File: src/rtl/bbd_pkg.sv
package bbd_pkg;

    localparam int unsigned NUM_SEG   = 5;
    localparam int unsigned NUM_EDGES = 5;

    // Lower band edges in percent, ascending
    localparam int unsigned EDGE_PCT [NUM_EDGES] = '{6, 20, 40, 60, 80};

    typedef enum logic [2:0] {
        BAND_LOW  = 3'd0,
        BAND_ONE  = 3'd1,
        BAND_TWO  = 3'd2,
        BAND_THR  = 3'd3,
        BAND_FOUR = 3'd4,
        BAND_FULL = 3'd5
    } band_t;

    typedef logic [NUM_SEG-1:0] seg_t;

    // Thermometer fill; the low band shows only the blink phase on segment 0
    function automatic seg_t band_pattern(input band_t b, input logic phase);
        seg_t p;
        case (b)
            BAND_FULL: p = 5'b11111;
            BAND_FOUR: p = 5'b01111;
            BAND_THR:  p = 5'b00111;
            BAND_TWO:  p = 5'b00011;
            BAND_ONE:  p = 5'b00001;
            default:   p = {4'b0000, phase};
        endcase
        return p;
    endfunction

endpackage

File: src/rtl/bbd_band_sel.sv
module bbd_band_sel
    import bbd_pkg::*;
#(
    parameter int unsigned CAP_W = 16
) (
    input  logic [CAP_W-1:0] cap_now,
    input  logic [CAP_W-1:0] cap_full,
    input  logic             edv_flag,
    output band_t            band
);
    localparam int unsigned PW = CAP_W + 7;

    logic [PW-1:0]        now_scaled;
    logic [NUM_EDGES-1:0] above;

    assign now_scaled = PW'(cap_now) * PW'(100);

    genvar gi;
    generate
        for (gi = 0; gi < NUM_EDGES; gi++) begin : g_edge
            logic [PW-1:0] limit;
            assign limit     = PW'(cap_full) * PW'(EDGE_PCT[gi]);
            assign above[gi] = (now_scaled >= limit);
        end
    endgenerate

    always_comb begin
        if (edv_flag || (cap_full == '0))
            band = BAND_LOW;
        else
            band = band_t'(3'($countones(above)));
    end

endmodule

File: src/rtl/bbd_blink.sv
module bbd_blink #(
    parameter int unsigned TICK_HZ = 64
) (
    input  logic clk,
    input  logic rst,
    input  logic tick,
    output logic phase
);
    localparam int unsigned HALF_TICKS = (TICK_HZ / 8 < 1) ? 1 : TICK_HZ / 8;
    localparam int unsigned DW = $clog2(HALF_TICKS) + 1;

    logic [DW-1:0] div_cnt;

    always_ff @(posedge clk) begin
        if (rst) begin
            div_cnt <= '0;
            phase   <= 1'b0;
        end else if (tick) begin
            if (div_cnt == DW'(HALF_TICKS - 1)) begin
                div_cnt <= '0;
                phase   <= ~phase;
            end else begin
                div_cnt <= div_cnt + 1'b1;
            end
        end
    end

endmodule

File: src/rtl/bbd_hold.sv
module bbd_hold #(
    parameter int unsigned TICK_HZ = 64,
    localparam int unsigned HOLD_TICKS = 4 * TICK_HZ,
    localparam int unsigned HW = $clog2(HOLD_TICKS + 1)
) (
    input  logic          clk,
    input  logic          rst,
    input  logic          tick,
    input  logic          req_n,
    output logic [HW-1:0] hold_cnt,
    output logic          hold_on
);
    always_ff @(posedge clk) begin
        if (rst)
            hold_cnt <= '0;
        else if (!req_n)
            hold_cnt <= HW'(HOLD_TICKS);
        else if (tick && (hold_cnt != '0))
            hold_cnt <= hold_cnt - 1'b1;
    end

    assign hold_on = (hold_cnt != '0);

endmodule

File: src/rtl/batt_bar_display.sv
module batt_bar_display
    import bbd_pkg::*;
#(
    parameter int unsigned CAP_W   = 16,
    parameter int unsigned TICK_HZ = 64
) (
    input  logic             clk,
    input  logic             rst,
    input  logic             tick,
    input  logic [CAP_W-1:0] cap_now,
    input  logic [CAP_W-1:0] cap_full,
    input  logic             edv_flag,
    input  logic             active_flag,
    input  logic             disp_req_n,
    output logic [4:0]       seg_en
);
    localparam int unsigned HW = $clog2(4 * TICK_HZ + 1);

    band_t         band_now;
    logic          blink_ph;
    logic [HW-1:0] hold_cnt;
    logic          hold_on;
    logic          disp_on;

    bbd_band_sel #(.CAP_W(CAP_W)) u_band (
        .cap_now  (cap_now),
        .cap_full (cap_full),
        .edv_flag (edv_flag),
        .band     (band_now)
    );

    bbd_blink #(.TICK_HZ(TICK_HZ)) u_blink (
        .clk   (clk),
        .rst   (rst),
        .tick  (tick),
        .phase (blink_ph)
    );

    bbd_hold #(.TICK_HZ(TICK_HZ)) u_hold (
        .clk      (clk),
        .rst      (rst),
        .tick     (tick),
        .req_n    (disp_req_n),
        .hold_cnt (hold_cnt),
        .hold_on  (hold_on)
    );

    assign disp_on = active_flag || hold_on;

    always_ff @(posedge clk) begin
        if (rst)
            seg_en <= '0;
        else if (disp_on)
            seg_en <= band_pattern(band_now, blink_ph);
        else
            seg_en <= '0;
    end

endmodule

File: config.mk
export PLATFORM = sky130hd
export DESIGN_NAME = batt_bar_display
export DESIGN_NICKNAME = d
export VERILOG_FILES = /design/src/rtl/bbd_pkg.sv /design/src/rtl/bbd_band_sel.sv /design/src/rtl/bbd_blink.sv /design/src/rtl/bbd_hold.sv /design/src/rtl/batt_bar_display.sv
export SDC_FILE = /design/constraint.sdc
export NUM_CORES = 1
export LEC_CHECK = 0
export ABC_AREA = 1
export BUFFER_PORTS_ARGS = -buffer_cell sky130_fd_sc_hd__buf_2
export CORE_AREA = 2 2 114 116
export CTS_CLUSTER_SIZE = 12
export DETAILED_ROUTE_END_ITERATION = 16
export DIE_AREA = 0 0 116 118
export PLACE_DENSITY = 0.83
export RECOVER_POWER = 50
export SYNTH_ARGS = -nofsm -noshare
export SYNTH_HDL_FRONTEND = slang
export SYNTH_SLANG_ARGS = --single-unit
export TNS_END_PERCENT = 1
File: constraint.sdc
create_clock -name clk -period 6.89 [get_ports clk]
set_input_delay 0 -clock clk [delete_from_list [all_inputs] [get_ports clk]]
set_output_delay 0 -clock clk [all_outputs]
set_load 0.03 [all_outputs]
==> results of run 1 <==
-- path summary, 6_finish.rpt --
kind	from	endpoint	slack [ns]	cells past startpoint
min	tick	u_blink.div_cnt[0]	0.07	3
max	cap_now[5]	seg_en[0]	1.24	26
max reg2reg	u_hold.hold_cnt[0]	u_hold.hold_cnt[7]	5.09	12
min reg2reg	u_blink.phase	u_blink.phase	0.45	1
-- logic make-up (layout without fill, tap and decap cells) --
kind of cell | Yosys count | after routing | synth area share
simple gates | 376 | 376 | 0.216
buf+inv | 192 | 242 | 0.0902
xor+xnor | 53 | 53 | 0.0590
fa+ha+maj | 263 | 263 | 0.453
flops | 19 | 19 | 0.0476
compound gates | 185 | 185 | 0.134
-- power by group through the flow --
stage	combinational [mW]	sequential, mW	clock (mW)
final	2.15	0.130	0.120
after global placement	2.05	0.131	0
after CTS	2.13	0.130	0.120
after detailed placement	2.11	0.132	0
after global routing	2.47	0.131	0.125
after floorplan	1.62	0.148	0
-- critical path, delay by kind of cell --
family	cells	cell delay, ns
AO/OA/AOI/OAI	8	1.37
adder cells (fa/ha/maj)	8	2.74
AND/OR/NAND/NOR	5	0.93
XOR/XNOR	1	0.49
buffers and inverters	4	0.28
-- timing repair --
| action | 4_1_cts | 5_1_grt |
|---|---|---|
| endpoints found under the hold margin | 3 | 0 |
| hold buffers | 3 | 0 |
| buffers inserted | 0 | 0 |
-- per-layer routing --
metal / wire [microns] / vias to the layer above / share of wire / GRT usage
li1: - / 3757 / - / -
met1: 8910 / 3332 / 0.49 / 0.401
met2: 8420 / 175 / 0.46 / 0.456
met3: 723 / 25 / 0.039 / 0.00618
met4: 265 / 0 / 0.014 / 0.0469
met5: 0 / - / 0 / 0
-- sequential cells by signal, summed over array words and instances, names as in the netlist --
signal           cells
u_blink.div_cnt      4
seg_en               5
u_blink.phase        1
u_hold.hold_cnt      9
-- area by class of cell --
type,count,share of cell area
repair buffers,46,0.0283
well taps,172,0.0252
inverters,192,0.0845
clock buffers,4,0.00924
multi-input cells,877,0.808
flip-flops and latches,19,0.0446
-- per-stage QoR --
step / worst slack (ns) / hold WS, ns
floorplan: 1.94 / 0.0691
global placement: 1.32 / 0.196
detailed placement: 1.14 / 0.202
CTS: 1.34 / 0.0754
global route: 0.843 / 0.117
finish: 1.24 / 0.0717
-- placed cells by master, fill, tap and decap left out, types with 3 or more instances in the layout --
cell	instances
ha_1	219
inv_1	190
nand2_1	188
a21oi_1	97
nor2_1	64
fa_1	44
xor2_1	37
o21ai_0	37
buf_2	37
nand3_1	32
nand4_1	24
nor3_1	21
dfxtp_1	19
xnor2_1	15
nand2_2	14
a31oi_1	11
a21o_1	9
nor4_1	7
nand3_2	7
o21bai_1	6
nand3b_1	6
clkbuf_1	6
nor2_2	3
nand2_4	3
o31ai_1	3
o21ai_1	3
o211ai_1	3
clkbuf_16	3
dlygate4sd3_1	3
==> summary.md, run 1 <==
| Metric | Value |
|---|---|
| Status | `finished, final reports clean` |
| Most used cell, CP | `ha_1` |
| I/O Buffers | `42` |
| Clk pin slew, worst setup/hold paths | `approximately 0.05 ns` |
| Vias | `about 7300` |
| Ys Warns | `0` |
| Cells after DPL | `between 1000 and 1500` |
| Pwr dens | `between 200 and 300 nW/um^2` |
| Minimum clock period | `roughly 5.7 ns` |
| EDFF count, synth | `0` |
| Synth unique cells | `between 40 and 50` |
| Post-layout net count | `between 1000 and 1500` |
| Sequential Power Share | `0.054` |
| Count leader, synth | `ha_1` |
| Yosys top cell area share | `0.343` |
| ANT nets after route | `0` |
| Final Cell Area | `approximately 8500 sq um` |
| Top post-synthesis cells by area | `ha_1 34%, fa_1 11%, inv_1 8.9%, nand2_1 8.8%, a21oi_1 6.1%` |
| Largest net degree at the start of global routing | `11` |
| Clock sink count | `19` |
| Crit Path Max Fanout | `5` |
| Max VDD drop | `~0.13 mV` |
| Final core occ | `0.687` |
| Initial Util | `0.644` |
| Mapped Nets | `1389` |
| Fin. Hold Viols | `0` |
| Gp weighted congestion | `slightly above 0.9` |
| Initial antenna violation count | `0` |
| Total power | `2.40 mW` |
| Max_cap viols | `0` |
| First-pass GRT wire length | `about 31000 microns` |
| First drt pass iteration count | `5` |
| #FFs+latches synth | `19` |
| Ant. Diodes | `0` |
| Post-synth top area cell | `ha_1` |
| Syn_area_per_cell | `around 7.3 sq um` |
| Synth cell count leaders | `219 x ha_1, 190 x inv_1, 188 x nand2_1, 97 x a21oi_1, 64 x nor2_1` |
| Switch share | `0.574` |
| Register area | `380 sq um` |
| Setup violators final | `0` |
| Ys flop type | `dfxtp_1` |
| Clk_skew | `0.00122 ns` |
| Crit start category | `input pin` |
| Area of the mapped netlist | `about 8000 sq um` |
| WS Path Type | `input pin to flop` |
| Iteration-0 DRC count of the detailed router | `412` |
| Worst hold-check path type | `input pin to flop` |
| Highest Clock Rate | `between 0.15 and 0.2 GHz` |
| IO Pins | `43` |
| WL/cell | `14.0 microns` |
| Die ar. | `roughly 14000 sq um` |
| Mapped Cells | `between 1000 and 1500` |
| Grt ovf | `0` |
| Total CTS buffers | `3` |
| Root Driver | `clkbuf_16` |
| Post-Layout Cell Count | `1310` |
| RSZ-0062 raised after global routing | `no` |
| Fin. max-slew vios | `0` |
| Multi-input logic area | `6890 sq um` |
| Post-CTS resize count | `0` |
| NetSw | `1.38 mW` |
| Worst EP required | `approximately 7.1 ns` |
| Chip Width | `116 microns` |
| Combinational power share | `0.896` |
| CTS tree | `yes` |
| Seq/Total Area, Yosys | `0.0476` |
| Post-Route WL | `roughly 18000 microns` |
| Vias in the first global route | `6848` |
| Clock Path Buffers | `2` |
| Leakage power | `about 4.7 nW` |
| DP Area | `~8400 sq um` |
| CP max stage delay | `a little under 0.6 ns` |
| # fillers | `approximately 1100` |
| Share of layout cells above drive strength 1 | `0.0721` |
| Gr usage total | `0.274` |
| HPWL Detailed | `15900 microns` |
| Crit share post-route | `0.820` |
| CP endpoint kind | `flop` |
| Synth-to-layout area growth | `6.70%` |
| Internal | `1.03 mW` |
| Skew-Pair Late Insertion Delay | `between 0.2 and 0.3 ns` |
| Worst EP arrival | `a little under 6 ns` |
| H-Tree Depth | `1` |
| TNS Setup | `0 ns` |
| Core footprint | `about 12000 sq um` |
| Worst-margin pin slew | `0.626 ns` |
| Die height | `118 microns` |
| Vias per std cell | `around 5.6` |
| DRC | `0` |
| Clock network fraction of design power | `0.050` |
| Slew Limit Headroom | `0.579` |
| Slowest CP cell | `nor4_1` |
| Post-synth ARST share | `0` |
| Row count | `41` |
Power figures use the tool's default switching activity.
==> inputs of run 2 (changes only) <==
ABC_AREA = 0   (was 1)
CORE_AREA = 2 2 110 112   (was 2 2 114 116)
DIE_AREA = 0 0 112 114   (was 0 0 116 118)
clock period = 5.8 ns   (was 6.89 ns; I/O delays follow)
==> summary.md, run 2 <==
| Metric | Value |
|---|---|
| Status | `finished, violations left` |
| Failing checks | `negative setup slack` |
| First drt pass iteration count | `4 (-1)` |
| Register with the most flip-flops | `u_hold.hold_cnt` |
| Iteration-0 DRC count of the detailed router | `356 (-14%)` |
| Synth cell count leaders | `219 x ha_1, 101 x inv_1, 70 x a21oi_1, 49 x nand2_1, 49 x nor2_1` |
| Crit Path Max Fanout | `4 (-1)` |
| IO Pins | `43 (unchanged)` |
| Synth-to-layout area growth | `21.6%` |
| Row count | `40 (-2.4%)` |
| WL/cell | `15.0 microns (+7.3%)` |
| Gr usage total | `0.284 (+0.00955)` |
| Clock Path Buffers | `2 (unchanged)` |
| Initial Util | `0.628 (-0.0161)` |
| Fin. Hold Viols | `0 (unchanged)` |
| Slowest CP cell | `fa_1` |
| Vias in the first global route | `6907 (+0.86%)` |
| H-Tree Depth | `1 (unchanged)` |
| Max_cap viols | `0 (unchanged)` |
| Max FFs per register | `9 (unchanged)` |
| Clk_skew | `0.00443 ns (+0.00321 ns)` |
| Internal | `1.63 mW (+59%)` |
| Vias | `6872 (-5.7%)` |
| Fin. max-slew vios | `0 (unchanged)` |
| R2r setup slk | `3.29 ns (-1.80 ns)` |
| Highest Clock Rate | `roughly 0.16 GHz` |
| Synth unique cells | `57 (+30%)` |
| Vias per std cell | `5.75 (+3.4%)` |
| Ys flop type | `dfxtp_1` |
| WS Path Type | `input pin to flop` |
| Worst hold-check path type | `input pin to flop` |
| Most used cell, CP | `ha_1` |
| Worst R2R End | `u_hold.hold_cnt[6]` |
| Commonest non-fill, non-tap cell in the layout | `ha_1` |
| Share of layout cells above drive strength 1 | `0.203 (+0.131)` |
| Skew-Pair Late Insertion Delay | `0.25 ns (about the same)` |
| Largest regs | `u_hold.hold_cnt x9, seg_en x5, u_blink.div_cnt x4` |
| Endpoint of the worst hold path | `u_hold.hold_cnt[8]` |
| Crit share post-route | `1.07` |
| Switch share | `0.487 (-0.0868)` |
| Worst EP required | `5.97 ns (-1.10 ns)` |
| # fillers | `823 (-26%)` |
| Final core occ | `0.764 (+0.0765)` |
| Setup violators final | `5 (+5)` |
| Root Driver | `clkbuf_16` |
| Seq/Total Area, Yosys | `0.0517 (+0.00415)` |
| Post-Route WL | `17900 microns (-2.2%)` |
| Worst EP arrival | `6.40 ns (+0.57 ns)` |
| Hold_sp | `rst` |
| Sequential Power Share | `0.049 (-0.005)` |
| Worst Setup Slack, final | `-0.431 ns (-1.67 ns)` |
| Core footprint | `11700 sq um (-5.7%)` |
| Initial antenna violation count | `0 (unchanged)` |
| Clock network fraction of design power | `0.044 (-0.006)` |
| Register area | `380 sq um (unchanged)` |
| Yosys top cell area share | `0.373 (+0.0299)` |
| #FFs+latches synth | `19 (unchanged)` |
| Cells after DPL | `1190 (-8.7%)` |
| CP endpoint kind | `flop` |
| Slew Limit Headroom | `0.622 (+0.0431)` |
| CTS tree | `yes` |
| Cell depth of the worst hold path | `2 (-1)` |
| Total CTS buffers | `3 (unchanged)` |
| First-pass GRT wire length | `30500 microns (-2.5%)` |
| Pwr dens | `355 nW/um^2 (+26%)` |
| Post-CTS Setup Bufs | `0 (unchanged)` |
| Combinational power share | `0.906 (+0.010)` |
| R2r worst-path depth | `8 (-4)` |
| Ant. Diodes | `0 (unchanged)` |
| Chip Width | `112 microns (-3.4%)` |
| TNS Setup | `-1.59 ns (-1.59 ns)` |
| RSZ-0062 raised after global routing | `yes` |
| ANT nets after route | `0 (unchanged)` |
| Multi-input logic area | `6690 sq um (-3.0%)` |
| Die height | `114 microns (-3.4%)` |
| EDFF count, synth | `0 (unchanged)` |
| Die ar. | `12800 sq um (-6.7%)` |
| Top post-synthesis cells by area | `ha_1 37%, fa_1 12%, dfxtp_1 5.2%, inv_1 5.2%, a21oi_1 4.8%` |
| Ys Warns | `0 (unchanged)` |
| NetSw | `1.55 mW (+12%)` |
| Grt ovf | `0 (unchanged)` |
| Largest net degree at the start of global routing | `12 (+1)` |
| Post-synth ARST share | `0 (unchanged)` |
| Post-layout net count | `1350 (-6.3%)` |
| Clock sink count | `19 (unchanged)` |
| DRC | `0 (unchanged)` |
| Post-Layout Cell Count | `1195 (-8.8%)` |
| HPWL Detailed | `15600 microns (-1.8%)` |
| Gp weighted congestion | `0.859 (-5.6%)` |
| Worst-margin pin slew | `0.563 ns (-0.0629 ns)` |
| Commonest cells after routing, fill and taps aside | `216 x ha_1, 135 x buf_4, 93 x inv_1` |
| Syn_area_per_cell | `8.46 sq um (+15%)` |
| Leakage power | `4.69 nW (+0.11%)` |
| Area of the mapped netlist | `7350 sq um (-8.0%)` |
| Max VDD drop | `0.523 mV (+300%)` |
| Mapped Nets | `1170 (-16%)` |
| Minimum clock period | `6.23 ns` |
| I/O Buffers | `42 (unchanged)` |
| Count leader, synth | `ha_1` |
| Reg2reg start | `u_hold.hold_cnt[3]` |
| Mapped Cells | `869 (-20%)` |
| Place WS | `-0.682 ns (-1.83 ns)` |
| Total power | `3.18 mW (+32%)` |
| Crit start category | `input pin` |
| CP max stage delay | `0.51 ns (-0.08 ns)` |
| Clk pin slew, worst setup/hold paths | `0.06 ns (about the same)` |
| Post-synth top area cell | `ha_1` |
run 2: timing repair:
action                                 4_1_cts  5_1_grt
hold buffers                                 1        0
gates cloned                                 0        0
gates resized for setup                      7        3
setup endpoints to repair                    5        5
pin swaps                                   10        0
endpoints found under the hold margin        1        0
run 2: layer usage:
layer  GRT usage  vias to the layer above  wire length, microns
li1            -                     3479                     -
met1       0.354                     3210                  8150
met2       0.537                      145                  8900
met3      0.0170                       38                   532
met4      0.0650                        0                   338
met5           0                        -                     0
run 2: worst max-delay path, delay by kind of cell:
family,cells,cell delay (ns)
adder cells (fa/ha/maj),8,2.79
AO/OA/AOI/OAI,9,1.70
AND/OR/NAND/NOR,10,1.21
buffers and inverters,5,0.48
XOR/XNOR,1,0.21
run 2: power by group through the flow:
stage / Clock [mW] / Sequential (mW) / Combinational, mW
6_report: 0.141 / 0.157 / 2.88
4_1_cts: 0.142 / 0.157 / 2.85
3_5_place_dp: 0 / 0.159 / 2.81
3_3_place_gp: 0 / 0.158 / 2.69
2_1_floorplan: 0 / 0.178 / 1.86
5_1_grt: 0.149 / 0.159 / 3.21
run 2: kinds of logic (layout without fill, tap and decap cells):
group | after synthesis | after routing | share of synthesized area
compound gates | 208 | 208 | 0.180
xor+xnor | 62 | 62 | 0.0739
fa+ha+maj | 265 | 265 | 0.495
buf+inv | 103 | 282 | 0.0526
flops | 19 | 19 | 0.0517
mux | 1 | 1 | 0.00136
simple gates | 211 | 211 | 0.145
run 2: worst max-delay path by stage:
stage	from	endpoint	slack, ns
2_1_floorplan	cap_full[2]	seg_en[2]	-0.21
3_3_place_gp	cap_full[2]	seg_en[0]	-0.51
3_5_place_dp	cap_full[2]	seg_en[0]	-0.68
4_1_cts	cap_full[6]	seg_en[0]	-0.35
5_1_grt	cap_now[2]	seg_en[0]	-0.82
6_report	cap_now[3]	seg_en[0]	-0.43
run 2: cell type report:
type	count	share of cell area
well taps	147	0.0206
multi-input cells	747	0.748
inverters	101	0.0432
clock buffers	3	0.00840
flip-flops and latches	19	0.0425
clock inverters	1	0.000560
repair buffers	177	0.137
run 2: through the flow:
stage               area (sq um)  hold slack [ns]
global route                8940           0.0381
finish                      8940           0.0214
CTS                         8940           0.0211
floorplan                   7450           0.0919
global placement            8840            0.194
detailed placement          8840            0.201
==> inputs of run 3 (changes only) <==
CTS_BUF_LIST = sky130_fd_sc_hd__clkbuf_8   (was default)
==> summary.md, run 3 (synthesis results as in run 2) <==
| Metric | Value |
|---|---|
| Synth-to-layout area growth | `21.2%` |
| Max_cap viols | `0 (unchanged)` |
| Clk pin slew, worst setup/hold paths | `0.07 ns (about the same)` |
| Post-layout net count | `1350 (unchanged)` |
| Worst EP required | `5.98 ns (about the same)` |
| Cell depth of the worst hold path | `2 (unchanged)` |
| Crit start category | `input pin` |
| I/O Buffers | `42 (unchanged)` |
| Clk_skew | `0.00407 ns (-0.000353 ns)` |
| Total CTS buffers | `3 (unchanged)` |
| Clock sink count | `19 (unchanged)` |
| Initial antenna violation count | `0 (unchanged)` |
| DP Area | `8840 sq um (unchanged)` |
| Iteration-0 DRC count of the detailed router | `323 (-9.3%)` |
| Minimum clock period | `6.20 ns (-0.0353 ns)` |
| ANT nets after route | `0 (unchanged)` |
| Worst hold-check path type | `input pin to flop` |
| Switch share | `0.492 (+0.00562)` |
| Row count | `40 (unchanged)` |
| Largest regs | `u_hold.hold_cnt x9, seg_en x5, u_blink.div_cnt x4` |
| Endpoint of the worst hold path | `u_blink.div_cnt[0]` |
| Initial Util | `0.628 (unchanged)` |
| Status | `finished, violations left` |
| Bufs and invs on worst path | `5 (unchanged)` |
| Die height | `114 microns (unchanged)` |
| Commonest cells after routing, fill and taps aside | `216 x ha_1, 135 x buf_4, 93 x inv_1` |
| CP top delay family | `adder cells` |
| Largest net degree at the start of global routing | `12 (unchanged)` |
| Grt ovf | `0 (unchanged)` |
| Worst EP arrival | `6.38 ns (-0.02 ns)` |
| Setup violators final | `5 (unchanged)` |
| CTS tree | `yes` |
| Failing checks | `negative setup slack` |
| Worst R2R End | `u_hold.hold_cnt[6]` |
| Slew Limit Headroom | `0.621 (-0.00138)` |
| WL/cell | `14.8 microns (-1.3%)` |
| Fin. Hold Viols | `0 (unchanged)` |
| Clock network fraction of design power | `0.030 (-0.014)` |
| First-pass GRT wire length | `30200 microns (-0.97%)` |
| TNS Setup | `-1.52 ns (+0.0642 ns)` |
| R2r setup slk | `3.31 ns (+0.02 ns)` |
| Clock Path Buffers | `2 (unchanged)` |
| R2r worst-path depth | `8 (unchanged)` |
| Internal | `1.59 mW (-2.8%)` |
| Max FFs per register | `9 (unchanged)` |
| Commonest non-fill, non-tap cell in the layout | `ha_1` |
| Slowest CP cell | `fa_1` |
| Crit share post-route | `1.07 (-0.00608)` |
| Vias in the first global route | `6855 (-0.75%)` |
| Register area | `380 sq um (unchanged)` |
| Vias per std cell | `5.75 (about the same)` |
| Hold_sp | `rst` |
| First drt pass iteration count | `5 (+1)` |
| RSZ-0062 raised after global routing | `yes` |
| Sequential Power Share | `0.050 (about the same)` |
| Fin. max-slew vios | `0 (unchanged)` |
| Gr usage total | `0.281 (-0.00281)` |
| Most used cell, CP | `ha_1` |
| Gp weighted congestion | `0.859 (unchanged)` |
| Register with the most flip-flops | `u_hold.hold_cnt` |
| H-Tree Depth | `1 (unchanged)` |
| NetSw | `1.54 mW (-0.64%)` |
| Post-Route WL | `17700 microns (-1.3%)` |
| Worst Setup Slack, final | `-0.396 ns (+0.0353 ns)` |
| Multi-input logic area | `6690 sq um (unchanged)` |
| WS Path Type | `input pin to flop` |
| Crit Path Max Fanout | `4 (unchanged)` |
| Skew-Pair Late Insertion Delay | `0.26 ns (about the same)` |
| Reg2reg start | `u_hold.hold_cnt[3]` |
| Max VDD drop | `0.491 mV (-6.1%)` |
| Root Driver | `clkbuf_8` |
| WHS | `0.0119 ns (-0.00955 ns)` |
| Ant. Diodes | `0 (unchanged)` |
| Die ar. | `12800 sq um (unchanged)` |
| Total power | `3.12 mW (-1.8%)` |
| Core footprint | `11700 sq um (unchanged)` |
| Combinational power share | `0.920 (+0.014)` |
| HPWL Detailed | `15600 microns (unchanged)` |
| Highest Clock Rate | `0.161 GHz (+0.57%)` |
| Post-CTS Setup Bufs | `0 (unchanged)` |
| Pwr dens | `351 nW/um^2 (-1.4%)` |
| Chip Width | `112 microns (unchanged)` |
| CP endpoint kind | `flop` |
| CP max stage delay | `0.51 ns (about the same)` |
| Leakage power | `4.68 nW (-0.33%)` |
| Vias | `6869 (-0.044%)` |
| Worst-margin pin slew | `0.565 ns (+0.00206 ns)` |
| Final Cell Area | `8910 sq um (-0.38%)` |
| IO Pins | `43 (unchanged)` |
| Share of layout cells above drive strength 1 | `0.203 (unchanged)` |
| DRC | `0 (unchanged)` |
| # fillers | `830 (+0.85%)` |
[run 3: final cells by class]
| type | instances | share of cell area |
|---|---|---|
| clock buffers | 3 | 0.00463 |
| clock inverters | 1 | 0.000562 |
| inverters | 101 | 0.0434 |
| multi-input cells | 747 | 0.751 |
| flip-flops and latches | 19 | 0.0427 |
| well taps | 147 | 0.0206 |
| repair buffers | 177 | 0.137 |
[run 3: layer usage]
metal,global-route usage,vias up,share of wire
li1,-,3477,-
met1,0.353,3208,0.46
met2,0.528,145,0.49
met3,0.0170,39,0.031
met4,0.0675,0,0.022
met5,0,-,0
[run 3: repair_timing]
action | 4_1_cts | 5_1_grt
pin swaps | 9 | 0
setup endpoints to repair | 5 | 5
hold buffers | 1 | 0
cloned | 0 | 0
resized for setup | 7 | 3
endpoints found under the hold margin | 1 | 0
[run 3: worst max-delay path by stage]
stage,to,start,slack [ns],depth (start not counted)
detailed placement,seg_en[0],cap_full[2],-0.68,31
global placement,seg_en[0],cap_full[2],-0.51,31
global route,seg_en[0],cap_now[2],-0.77,31
floorplan,seg_en[2],cap_full[2],-0.21,27
CTS,seg_en[0],cap_full[6],-0.30,31
finish,seg_en[0],cap_now[3],-0.40,33
[run 3: metrics by stage]
| stage | worst slack (ns) | util | cells |
|---|---|---|---|
| final | -0.396 | 0.761 | 1195 |
| after detailed placement | -0.682 | 0.755 | 1190 |
| after global routing | -0.767 | 0.761 | 1195 |
| after global placement | -0.507 | 0.755 | 1190 |
| after floorplan | -0.210 | - | 869 |
| after CTS | -0.301 | 0.760 | 1195 |
[run 3: power groups by stage]
stage	Combinational, mW	Clock (mW)	Sequential (mW)
after CTS	2.84	0.0940	0.156
final	2.87	0.0933	0.156
after floorplan	1.86	0	0.178
after global placement	2.69	0	0.158
after detailed placement	2.81	0	0.159
after global routing	3.20	0.101	0.158
